$ cat config.mk
export PLATFORM = sky130hd
export DESIGN_NAME = sha_pad_unit
export DESIGN_NICKNAME = d
export VERILOG_FILES = /design/src/rtl/sha_pad_pkg.sv /design/src/rtl/sha_pad_bitcnt.sv /design/src/rtl/sha_pad_lanes.sv /design/src/rtl/sha_pad_oreg.sv /design/src/rtl/sha_pad_unit.sv
export SDC_FILE = /design/constraint.sdc
export NUM_CORES = 1
export LEC_CHECK = 0
export ABC_AREA = 1
export BUFFER_PORTS_ARGS = -buffer_cell sky130_fd_sc_hd__buf_2
export CORE_ASPECT_RATIO = 1.5
export CORE_UTILIZATION = 50
export DETAILED_ROUTE_END_ITERATION = 10
export PLACE_DENSITY_LB_ADDON = 0.05
export SYNTH_ARGS = -nofsm -noshare
export SYNTH_HDL_FRONTEND = slang
export SYNTH_SLANG_ARGS = --single-unit
$ cat constraint.sdc
create_clock -name clk -period 2.15 [get_ports clk]
set_input_delay 0.43 -clock clk [delete_from_list [all_inputs] [get_ports clk]]
set_output_delay 0.43 -clock clk [all_outputs]
set_load 0.01 [all_outputs]
$ cat src/rtl/sha_pad_pkg.sv
package sha_pad_pkg;

  typedef enum logic [1:0] {
    ST_IDLE = 2'd0,
    ST_DATA = 2'd1,
    ST_PAD  = 2'd2,
    ST_DONE = 2'd3
  } pad_state_e;

endpackage

$ cat src/rtl/sha_pad_bitcnt.sv
module sha_pad_bitcnt #(
  parameter int LEN_W  = 64,
  parameter int LANES  = 4,
  parameter int SEL_W  = 2
) (
  input  logic             clk,
  input  logic             rst,
  input  logic             clr,
  input  logic             add_en,
  input  logic [SEL_W-1:0] sel,
  output logic [LEN_W-1:0] count
);

  localparam int FULL_BITS = LANES * 8;

  logic [LEN_W-1:0] inc;

  always_comb begin
    if (sel == '0) inc = LEN_W'(FULL_BITS);
    else           inc = LEN_W'(sel) << 3;
  end

  always_ff @(posedge clk) begin
    if (rst || clr)  count <= '0;
    else if (add_en) count <= count + inc;
  end

  // the length is built from whole bytes only
  assert_byte_aligned_R6: assert property (@(posedge clk) disable iff (rst)
    count[2:0] == 3'd0);

endmodule

$ cat src/rtl/sha_pad_lanes.sv
module sha_pad_lanes #(
  parameter int WORD_W = 32,
  parameter int SEL_W  = 2
) (
  input  logic [WORD_W-1:0] din,
  input  logic [SEL_W-1:0]  sel,
  input  logic              is_end,
  output logic [WORD_W-1:0] dout
);

  localparam int LANES = WORD_W / 8;

  for (genvar i = 0; i < LANES; i++) begin : g_lane
    localparam logic [SEL_W:0] LANE_IX = (SEL_W+1)'(i);
    logic [SEL_W:0] nvalid;
    logic           keep;
    logic           marker;

    assign nvalid = (sel == '0) ? (SEL_W+1)'(LANES) : {1'b0, sel};
    assign keep   = !is_end || (LANE_IX < nvalid);
    assign marker = is_end && (sel != '0) && (LANE_IX == nvalid);

    assign dout[WORD_W-1-8*i -: 8] = keep   ? din[WORD_W-1-8*i -: 8] :
                                     marker ? 8'h80 : 8'h00;
  end

endmodule

$ cat src/rtl/sha_pad_oreg.sv
module sha_pad_oreg #(
  parameter int WORD_W = 32
) (
  input  logic              clk,
  input  logic              rst,
  input  logic              clr,
  input  logic              ld,
  input  logic [WORD_W-1:0] ld_data,
  input  logic              ld_last_word,
  input  logic              ld_last_block,
  input  logic              ready,
  output logic              valid,
  output logic [WORD_W-1:0] data,
  output logic              last_word,
  output logic              last_block
);

  always_ff @(posedge clk) begin
    if (rst || clr) begin
      valid      <= 1'b0;
      data       <= '0;
      last_word  <= 1'b0;
      last_block <= 1'b0;
    end else if (ld) begin
      valid      <= 1'b1;
      data       <= ld_data;
      last_word  <= ld_last_word;
      last_block <= ld_last_block;
    end else if (ready) begin
      valid      <= 1'b0;
    end
  end

  // a stalled word and its flags are held
  assert_stall_hold_R3: assert property (@(posedge clk) disable iff (rst)
    (valid && !ready && !clr) |=> (valid && $stable(data) &&
                                   $stable(last_word) && $stable(last_block)));

endmodule

$ cat src/rtl/sha_pad_unit.sv
module sha_pad_unit
  import sha_pad_pkg::*;
#(
  parameter int WORD_W    = 32,
  parameter int LEN_W     = 64,
  parameter int BLK_WORDS = 16
) (
  input  logic              clk,
  input  logic              rst,
  input  logic              start,
  input  logic              in_valid,
  output logic              in_ready,
  input  logic [WORD_W-1:0] in_data,
  input  logic              in_end,
  input  logic [1:0]        in_bytes,
  output logic              out_valid,
  input  logic              out_ready,
  output logic [WORD_W-1:0] out_data,
  output logic              out_last_word,
  output logic              out_last_block,
  output logic              error
);

  localparam int LANES = WORD_W / 8;
  localparam int SEL_W = $clog2(LANES);
  localparam int CNT_W = $clog2(BLK_WORDS);
  localparam logic [CNT_W-1:0] POS_HI = CNT_W'(BLK_WORDS - 2);
  localparam logic [CNT_W-1:0] POS_LO = CNT_W'(BLK_WORDS - 1);
  localparam logic [WORD_W-1:0] ONE_WORD = {1'b1, {(WORD_W-1){1'b0}}};

  pad_state_e       state;
  logic [CNT_W-1:0] wpos;
  logic             one_pend;
  logic             spill;
  logic             err_q;

  logic             slot_free;
  logic             in_acc;
  logic             pad_emit;
  logic [LEN_W-1:0] bitcnt;
  logic [WORD_W-1:0] fmt_word;
  logic [WORD_W-1:0] pad_word;
  logic             pad_is_len_lo;
  logic             ld;
  logic [WORD_W-1:0] ld_data;
  logic             ld_last_block;

  assign slot_free = !out_valid || out_ready;
  assign in_ready  = (state == ST_DATA) && slot_free && !start;
  assign in_acc    = in_valid && in_ready;
  assign pad_emit  = (state == ST_PAD) && slot_free && !start;

  sha_pad_lanes #(.WORD_W(WORD_W), .SEL_W(SEL_W)) u_lanes (
    .din    (in_data),
    .sel    (in_bytes[SEL_W-1:0]),
    .is_end (in_end),
    .dout   (fmt_word)
  );

  sha_pad_bitcnt #(.LEN_W(LEN_W), .LANES(LANES), .SEL_W(SEL_W)) u_bitcnt (
    .clk    (clk),
    .rst    (rst),
    .clr    (start),
    .add_en (in_acc),
    .sel    (in_bytes[SEL_W-1:0]),
    .count  (bitcnt)
  );

  always_comb begin
    pad_word      = '0;
    pad_is_len_lo = 1'b0;
    if (one_pend) begin
      pad_word = ONE_WORD;
    end else if (!spill && wpos == POS_HI) begin
      pad_word = bitcnt[LEN_W-1 -: WORD_W];
    end else if (!spill && wpos == POS_LO) begin
      pad_word      = bitcnt[WORD_W-1:0];
      pad_is_len_lo = 1'b1;
    end
  end

  assign ld            = in_acc || pad_emit;
  assign ld_data       = in_acc ? fmt_word : pad_word;
  assign ld_last_block = pad_emit && pad_is_len_lo;

  sha_pad_oreg #(.WORD_W(WORD_W)) u_oreg (
    .clk           (clk),
    .rst           (rst),
    .clr           (start),
    .ld            (ld),
    .ld_data       (ld_data),
    .ld_last_word  (wpos == POS_LO),
    .ld_last_block (ld_last_block),
    .ready         (out_ready),
    .valid         (out_valid),
    .data          (out_data),
    .last_word     (out_last_word),
    .last_block    (out_last_block)
  );

  always_ff @(posedge clk) begin
    if (rst) begin
      state    <= ST_IDLE;
      wpos     <= '0;
      one_pend <= 1'b0;
      spill    <= 1'b0;
      err_q    <= 1'b0;
    end else if (start) begin
      state    <= ST_DATA;
      wpos     <= '0;
      one_pend <= 1'b0;
      spill    <= 1'b0;
      err_q    <= 1'b0;
    end else begin
      if ((state == ST_IDLE && in_valid) ||
          (in_acc && !in_end && in_bytes != 2'b00))
        err_q <= 1'b1;
      if (in_acc) begin
        wpos <= wpos + 1'b1;
        if (in_end) begin
          state    <= ST_PAD;
          one_pend <= (in_bytes == 2'b00);
          spill    <= (in_bytes != 2'b00) && (wpos == POS_HI);
        end
      end else if (pad_emit) begin
        wpos <= wpos + 1'b1;
        if (one_pend) begin
          one_pend <= 1'b0;
          spill    <= (wpos == POS_HI);
        end else if (wpos == POS_LO) begin
          spill <= 1'b0;
          if (!spill) state <= ST_DONE;
        end
      end
    end
  end

  assign error = err_q;

  // an output stall closes the input window in the same cycle
  assert_stall_closes_input_R3: assert property (@(posedge clk) disable iff (rst)
    (out_valid && !out_ready) |-> !in_ready);

  // no input is taken after the end word until a new start
  assert_closed_after_end_R8: assert property (@(posedge clk) disable iff (rst)
    (in_acc && in_end && !start) |=> !in_ready);

  // the error flag is sticky
  assert_error_sticky_R9: assert property (@(posedge clk) disable iff (rst)
    (error && !start) |=> error);

  // last-block marker only on the final word of a block
  assert_last_block_pos_R6: assert property (@(posedge clk) disable iff (rst)
    (out_valid && out_last_block) |-> out_last_word);

endmodule

After elaboration in Yosys (flattened, before gate mapping)

Index checks and enable logic that the tools add are counted.

Logic and storage cells: 110
Register bits after elaboration: 108
Input bits: 40
Output and inout port bits: 37

Reduce and logical (&&, ||, !) cells: 44
Mux-type cells: 36
$add $sub $neg: 2
Eq/ne operators: 13
Order comparisons: 4

Operators with widths:

| kind                                                                    | count |
|---|---|
| 32-bit 2-to-1 mux                                                       | 4 |
| 64-bit adder                                                            | 1 |
| 8-bit 2-to-1 mux                                                        | 8 |
| 1-bit logical AND                                                       | 17 |
| 1-bit 2-to-1 mux                                                        | 14 |
| 2-bit 2-to-1 mux                                                        | 6 |
| 5-bit AND reduction                                                     | 2 |
| 3-bit nonzero test                                                      | 3 |
| 4-bit == test, second input constant                                    | 2 |
| 1-bit logical OR                                                        | 8 |
| 4-bit 2-to-1 mux                                                        | 2 |
| 2-bit nonzero test                                                      | 4 |
| 2-bit by 3-bit == test with 1-bit output, first input constant          | 2 |
| 1-bit by 3-bit < comparator with 1-bit output, first input constant     | 2 |
| 2-bit by 3-bit < comparator with 1-bit output, first input constant     | 2 |
| 6-bit 2-to-1 mux                                                        | 1 |
| 3-bit by 2-bit inequality test with 1-bit output, second input constant | 2 |
| 4-bit by 1-bit adder with 4-bit output, second input constant           | 1 |
| 1-bit zero test                                                         | 4 |
| 2-bit zero test                                                         | 2 |
| 2-bit by 1-bit inequality test with 1-bit output, second input constant | 2 |
| 1-bit by 3-bit == test with 1-bit output, first input constant          | 1 |
| 3-bit zero test                                                         | 1 |
| 3-bit 2-to-1 mux                                                        | 1 |
| other kinds (7)                                                         | 7 |

Depth between registers and ports, before layout

Gate-level depths: netlist (run 1).

Depth in word-level cells: 8
Depth in mapped cells: 15

Hierarchy

A second synthesis (run 1) with hierarchy kept.

Cells, all modules: 1074
Area, all modules: 6837.8 um^2

By module, submodules not included:

| module         | area an instance (um^2) | times used | sequential area each (um^2) | cells each |
|---|---|---|---|---|
| sha_pad_bitcnt | 3706.1                  | 1          | 1221.2                      | 609 |
| sha_pad_unit   | 1388.8                  | 1          | 180.2                       | 224 |
| sha_pad_oreg   | 1353.8                  | 1          | 700.7                       | 154 |
| sha_pad_lanes  | 389.1                   | 1          | 0.0                         | 87 |

Least setup slack after synthesis (run 1)

Ideal clock, no wire load.

Path type: input -> register
Start point: input in_bytes[0]
End point: register u_bitcnt.count[41]
Stages: 14
Data arrival time: 2.111 ns
Path slack: -0.074 ns
Setup time: 0.113 ns
Buffers on the path: 0
Path through: inv_1 ha_1 nor2_1 ha_1 fa_1 nand4_1 nand2_2 nand3_1 nor2_2 nand2_2 nor2_1 nand2_1 nand2_1 nor2_1

Cells in the longest elaborated chain, start to end: 3

Ends and longest elaborated chain:

| what                   | RTL line             | text |
|---|---|---|
| start: declaration     | sha_pad_unit.sv:15   | `input logic [1:0] in_bytes,` |
| 2-bit zero test        | sha_pad_bitcnt.sv:19 | `if (sel == '0) inc = LEN_W'(FULL_BITS);` |
| 6-bit 2-to-1 mux (*)   | sha_pad_bitcnt.sv:19 |  |
| 64-bit adder (*)       | sha_pad_bitcnt.sv:25 | `else if (add_en) count <= count + inc;` |
| end signal: assignment | sha_pad_bitcnt.sv:25 |  |
| end: declaration       | sha_pad_bitcnt.sv:11 | `output logic [LEN_W-1:0] count` |

Every way passes the cells marked *; elsewhere a longest branch is shown, timed or not.
A chain may end at the register's enable or synchronous reset.

Worst setup path after layout (run 1)

Start point: input in_bytes[1]
End point: register u_bitcnt.count[45]

Same word-level chain as after synthesis.

==> impl_metrics.ini, run 1 <==
[run_status]
outcome = completed

[yosys]
synth_nets = 1054
avgSynthCellArea_um2 = 6.24
synth-adder-area-share = 0.0212
ys_types = 37
synth_seq_area_share = 0.335
syn_area_mm2 = 0.00627
synth_top_family_by_area = simple AND/OR/NAND/NOR gates
synth_compound_area_frac = 0.154
yosys_warnings = 0
syn_inst = 1004
synthSimpleGateAreaFrac = 0.375
ys_ff_latch = 105
synthMuxAreaShare = 0
synth_xor_area_frac = 0.0126

[min_path]
worstHoldEndpoint = state[0]
min_path_type = input pin to flip-flop
hold_start = rst
min_path_cells = 2

[worst_setup_path]
rrSetupSlack_ns = 0.20
worstPathMaxFanout = 6
cp-start-kind = input pin
r2r_start = wpos[1]
required_ns = 2.40
cp-end-kind = flip-flop
r2r-end = u_oreg.data[20]
critPathArrivalTime_ns = 2.21
rr_worst_depth = 8
critPathKind = input pin to flip-flop

[floorplan]
die_w_um = 93.4
dieArea_mm2 = 0.0130
die_height_um = 139
ios = 77
std_cell_rows = 49
initial_core_util = 0.519
core_mm2 = 0.0121

[route]
first_pass_iters = 5
route.vias.total = 6912
drc = 0
drt-total-wl_um = 21700
drt_iter0_drc = 420
ant_nets = 0
detail_route.vias_per_cell = 5.46
wl_per_cell_um = 17.1

[pwr]
finalPower_w = 0.00390
leakage_nw = 2.92
power_density_mw_per_mm2 = 522
ir_drop_mv = 0.385

[layout]
final_area_mm2 = 0.00748
utilization = 0.619
instances_no_fill = 1265
drive_gt1_frac = 0.165
n_fill_cell = 1225
layout.nets = 1157
register_area_mm2 = 0.00210
syn_to_final_growth_pct = 19.4
multi_input_area_mm2 = 0.00357
n_antenna_cell = 0

[global_route]
grt_max_degree = 53
antenna_found_initial = 0
grt_pass1_wl_um = 33700
track_usage = 0.343
grt-ovfl-total = 0
grt_pass1_vias = 6486

[timing]
finalMaxSlewViolations = 0
setup_viol = 0
fmax_mhz = 510
hold_viol_final = 0
fin_crit_sh = 0.912
rsz0062_at_grt = no
slew_headroom = 0.658
worst_slew_pin_slew_ns = 0.510
finClkSkew_ns = 0.00766
min_period_ns = 1.96
tns_ns = 0

[placed_design]
gp_congestion = 1.01
dp_hpwl_um = 17100
place_area_mm2 = 0.00715
portBuffers = 76
place_inst = 1247

[clock_tree]
holdBufCountCts = 0
cts_sinks = 105
clock_path_buffers = 2
numCtsBuffers = 9
clock_latency_ns = 0.36
h-tree-depth = 3
cts_tree = yes
clk_pin_slew_ns = 0.08
cts-root-buf = clkbuf_16

[job]
max_cap_violations = 0
-- layout make-up --
type	instances	share of cell area
Clock buffer	10	0.0319
Clock inverter	6	0.00753
Inverter	135	0.0682
Multi-Input combinational cell	734	0.477
Sequential cell	105	0.281
Tap cell	153	0.0256
Timing Repair Buffer	122	0.109
-- kinds of logic after synthesis --
family	count (synthesis)
AOI/OAI and AO/OA	180
xor gates and xnor gates	9
adders and majority gates	10
buffers and inverters	165
DFF	105
and+or+nand+nor	535
-- what timing repair did --
item	4_1_cts	5_1_grt
setup endpoints to repair	0	4
buffers inserted	0	2
gates resized for setup	0	3
-- worst max-delay path, cell delays in order --
cell	delay [ns]
buf_2	0.09
inv_1	0.05
ha_2	0.18
nor2_2	0.10
ha_2	0.20
fa_2	0.19
nand4_1	0.09
nand2_2	0.21
nand3_2	0.12
nor2_4	0.16
nand2_2	0.09
nor2_2	0.13
nand2_1	0.06
nand2_1	0.06
nor2_1	0.05
-- cells in the final DEF (no fill, tap or decap), types with 7 or more instances in the layout --
cell	n
buf_4	39
nand3_1	40
a31oi_1	24
o21ai_0	72
a21oi_1	58
nand2_1	279
nor3_1	15
ha_1	7
inv_2	7
nor2_2	13
inv_1	127
nand4_1	28
o22ai_1	15
buf_2	76
nor2_4	7
xor2_1	7
dfxtp_1	105
nor2_1	133
buf_12	7
clkbuf_16	9
-- per-layer routing --
layer | GRT usage | wire (um) | up-vias
met5 | 0 | 0 | -
met1 | 0.396 | 8530 | 3128
met2 | 0.580 | 10500 | 254
met4 | 0.219 | 1540 | 0
met3 | 0.0537 | 1110 | 86
li1 | - | - | 3444
-- per-stage QoR --
stage	hold WS [ns]	setup slack, ns
3_3_place_gp	0.448	-0.142
6_report	0.277	0.189
4_1_cts	0.275	0.0253
5_1_grt	0.274	0.0110
3_5_place_dp	0.476	-0.188
2_1_floorplan	0.451	0.0286
-- cell usage after synthesis, drive strengths merged --
library cell,number,area (um^2)
a21oi,58,290
a31oi,24,150
and2,1,6.26
and3,2,12.5
buf,10,53.8
clkbuf,20,75.1
clkinv,1,3.75
dfxtp,105,2100
fa,1,20.0
ha,9,113
inv,134,503
nand2,284,1080
nand3,44,258
nand4,30,209
nor2,154,652
nor3,18,118
nor4,2,12.5
o211ai,3,22.5
o21a,4,30.0
o21ai,76,380
o22ai,15,93.8
xnor2,2,17.5
xor2,7,61.3
-- worst max-delay path by stage --
stage | start | to | slack [ns] | cells past startpoint
after floorplan | in_bytes[1] | u_bitcnt.count[45] | 0.03 | 14
after global placement | in_bytes[0] | u_bitcnt.count[45] | -0.14 | 15
after detailed placement | in_bytes[1] | u_bitcnt.count[57] | -0.19 | 14
after CTS | wpos[0] | u_oreg.data[14] | 0.03 | 9
after global routing | wpos[1] | u_oreg.data[12] | 0.01 | 10
final | in_bytes[1] | u_bitcnt.count[45] | 0.19 | 15
-- flip-flops by register name, summed over array words and instances (netlist names), 2 cells and up --
name / cells
u_oreg.data: 32
u_bitcnt.count: 61
state: 2
wpos: 4
-- power by group --
part	leakage, nW	switching (W)	total (W)	internal (W)
clock network	0.144	0.000826	0.00167	0.000848
registers	0.847	0.00000804	0.00197	0.00196
logic	1.93	0.000160	0.000263	0.000103
Note: power is estimated with default switching activity, not from simulation.
==> run 2: changes to the inputs <==
Settings changed: CORE_ASPECT_RATIO 1.5 to 0.75.
==> impl_metrics.ini, run 2 (synthesis gave the netlist of run 1 again) <==
[layout]
final_common_cell = nand2_1
n_antenna_cell = 0
largest_register = u_bitcnt.count
drive_gt1_frac = 0.167
top_regs = u_bitcnt.count (61), u_oreg.data (32), wpos (4)
utilization = 0.612
largest_reg_flops = 61
mostFrequentLayoutCells = nand2_1, nor2_1, inv_1, dfxtp_1, buf_2
syn_to_final_growth_pct = 19.7
final_area_mm2 = 0.00750
layout.nets = 1161

[pwr]
p_clk_frac = 0.435
leakage_nw = 2.93
swShare = 0.268
p_sw_w = 0.00106
combPwrFrac = 0.067
ir_drop_mv = 0.439
power_density_mw_per_mm2 = 526
p_int_w = 0.00289
p_seq_frac = 0.498

[floorplan]
std_cell_rows = 35
dieArea_mm2 = 0.0130
initial_core_util = 0.511
die_height_um = 99.0
die_w_um = 131
ios = 77
core_mm2 = 0.0123

[clock_tree]
clk_pin_slew_ns = 0.08
cts_tree = yes
clock_latency_ns = 0.36
cts_sinks = 105
post_cts_buffers = 0
numCtsBuffers = 9
postCtsResizedCells = 0
holdBufCountCts = 0
cts-root-buf = clkbuf_16
h-tree-depth = 3
clock_path_buffers = 2

[worst_setup_path]
worstPathMaxFanout = 5
cp-end-kind = flip-flop
cp-start-kind = input pin
r2r_start = wpos[0]
crit_path_start = in_bytes[1]
required_ns = 2.40
critPathArrivalTime_ns = 2.29
critPathKind = input pin to flip-flop

[timing]
finClkSkew_ns = 0.00636
whs_ns = 0.285
rsz0062_at_grt = no
worst_slew_pin_slew_ns = 0.463
slew_headroom = 0.689
fmax_mhz = 491
setup_slack_ns = 0.113
fin_crit_sh = 0.947
finalMaxSlewViolations = 0
hold_viol_final = 0
min_period_ns = 2.04
setup_viol = 0

[job]
max_cap_violations = 0

[route]
drt_iter0_drc = 776
ant_nets = 0
drt-total-wl_um = 21300
drc = 2
detail_route.vias_per_cell = 5.39
first_pass_iters = 10
route.vias.total = 6909
wl_per_cell_um = 16.6

[placed_design]
portBuffers = 76
place_area_mm2 = 0.00721
dp_hpwl_um = 16600
post-place-ws_ns = -0.196
gp_congestion = 1.05

[global_route]
grt_pass1_vias = 6082
grt_max_degree = 47
grt_pass1_wl_um = 33100
antenna_found_initial = 0
grt-ovfl-total = 0
track_usage = 0.335

[min_path]
min_path_type = input pin to flip-flop
hold_start = rst

[run_status]
violations = design-rule violations
outcome = finished, violations left
run 2: per-stage QoR:
stage | TNS (ns) | instances | power (W)
after floorplan | 0 | 1004 | 0.00215
after global placement | -2.51 | 1266 | 0.00227
after detailed placement | -3.71 | 1266 | 0.00227
after CTS | 0 | 1282 | 0.00395
after global routing | 0 | 1282 | 0.00404
final | 0 | 1282 | 0.00395
run 2: critical path: stages:
cell and delay (ns):
buf_2 0.10, inv_1 0.07, ha_2 0.19, nor2_2 0.05, ha_2 0.18, fa_2 0.35
nand4_1 0.09, nand2_2 0.12, buf_12 0.16, nand2_4 0.07, inv_2 0.04, nand2_1 0.20
o21ai_1 0.09, o21ai_1 0.09, nor2_1 0.06
run 2: power groups by stage:
| stage | combinational [W] | sequential (W) | clock, W |
|---|---|---|---|
| floorplan | 0.000128 | 0.00202 | 0 |
| global placement | 0.000260 | 0.00201 | 0 |
| detailed placement | 0.000261 | 0.00201 | 0 |
| CTS | 0.000262 | 0.00197 | 0.00172 |
| global route | 0.000291 | 0.00197 | 0.00179 |
| finish | 0.000264 | 0.00197 | 0.00172 |
run 2: per-layer routing:
metal / track usage / vias up / wire length, um
met1: 0.493 / 3092 / 10000
met5: 0 / - / 0
met4: 0.105 / 0 / 483
met2: 0.465 / 309 / 8410
li1: - / 3467 / -
met3: 0.0977 / 41 / 2380
run 2: path summary, 6_finish.rpt:
path	slack, ns	end	cells past startpoint
hold / removal	0.29	state[0]	2
setup reg to reg	0.16	u_oreg.data[18]	9
setup / recovery	0.11	u_bitcnt.count[9]	15
hold reg to reg	0.47	u_oreg.last_block	2
run 2: cell type report:
cell class	count	area, um^2
Clock inverter	7	68.8
Inverter	135	507
Sequential cell	105	2100
Multi-Input combinational cell	734	3560
Fill cell	1235	4760
Timing Repair Buffer	126	831
Clock buffer	9	225
Tap cell	166	208
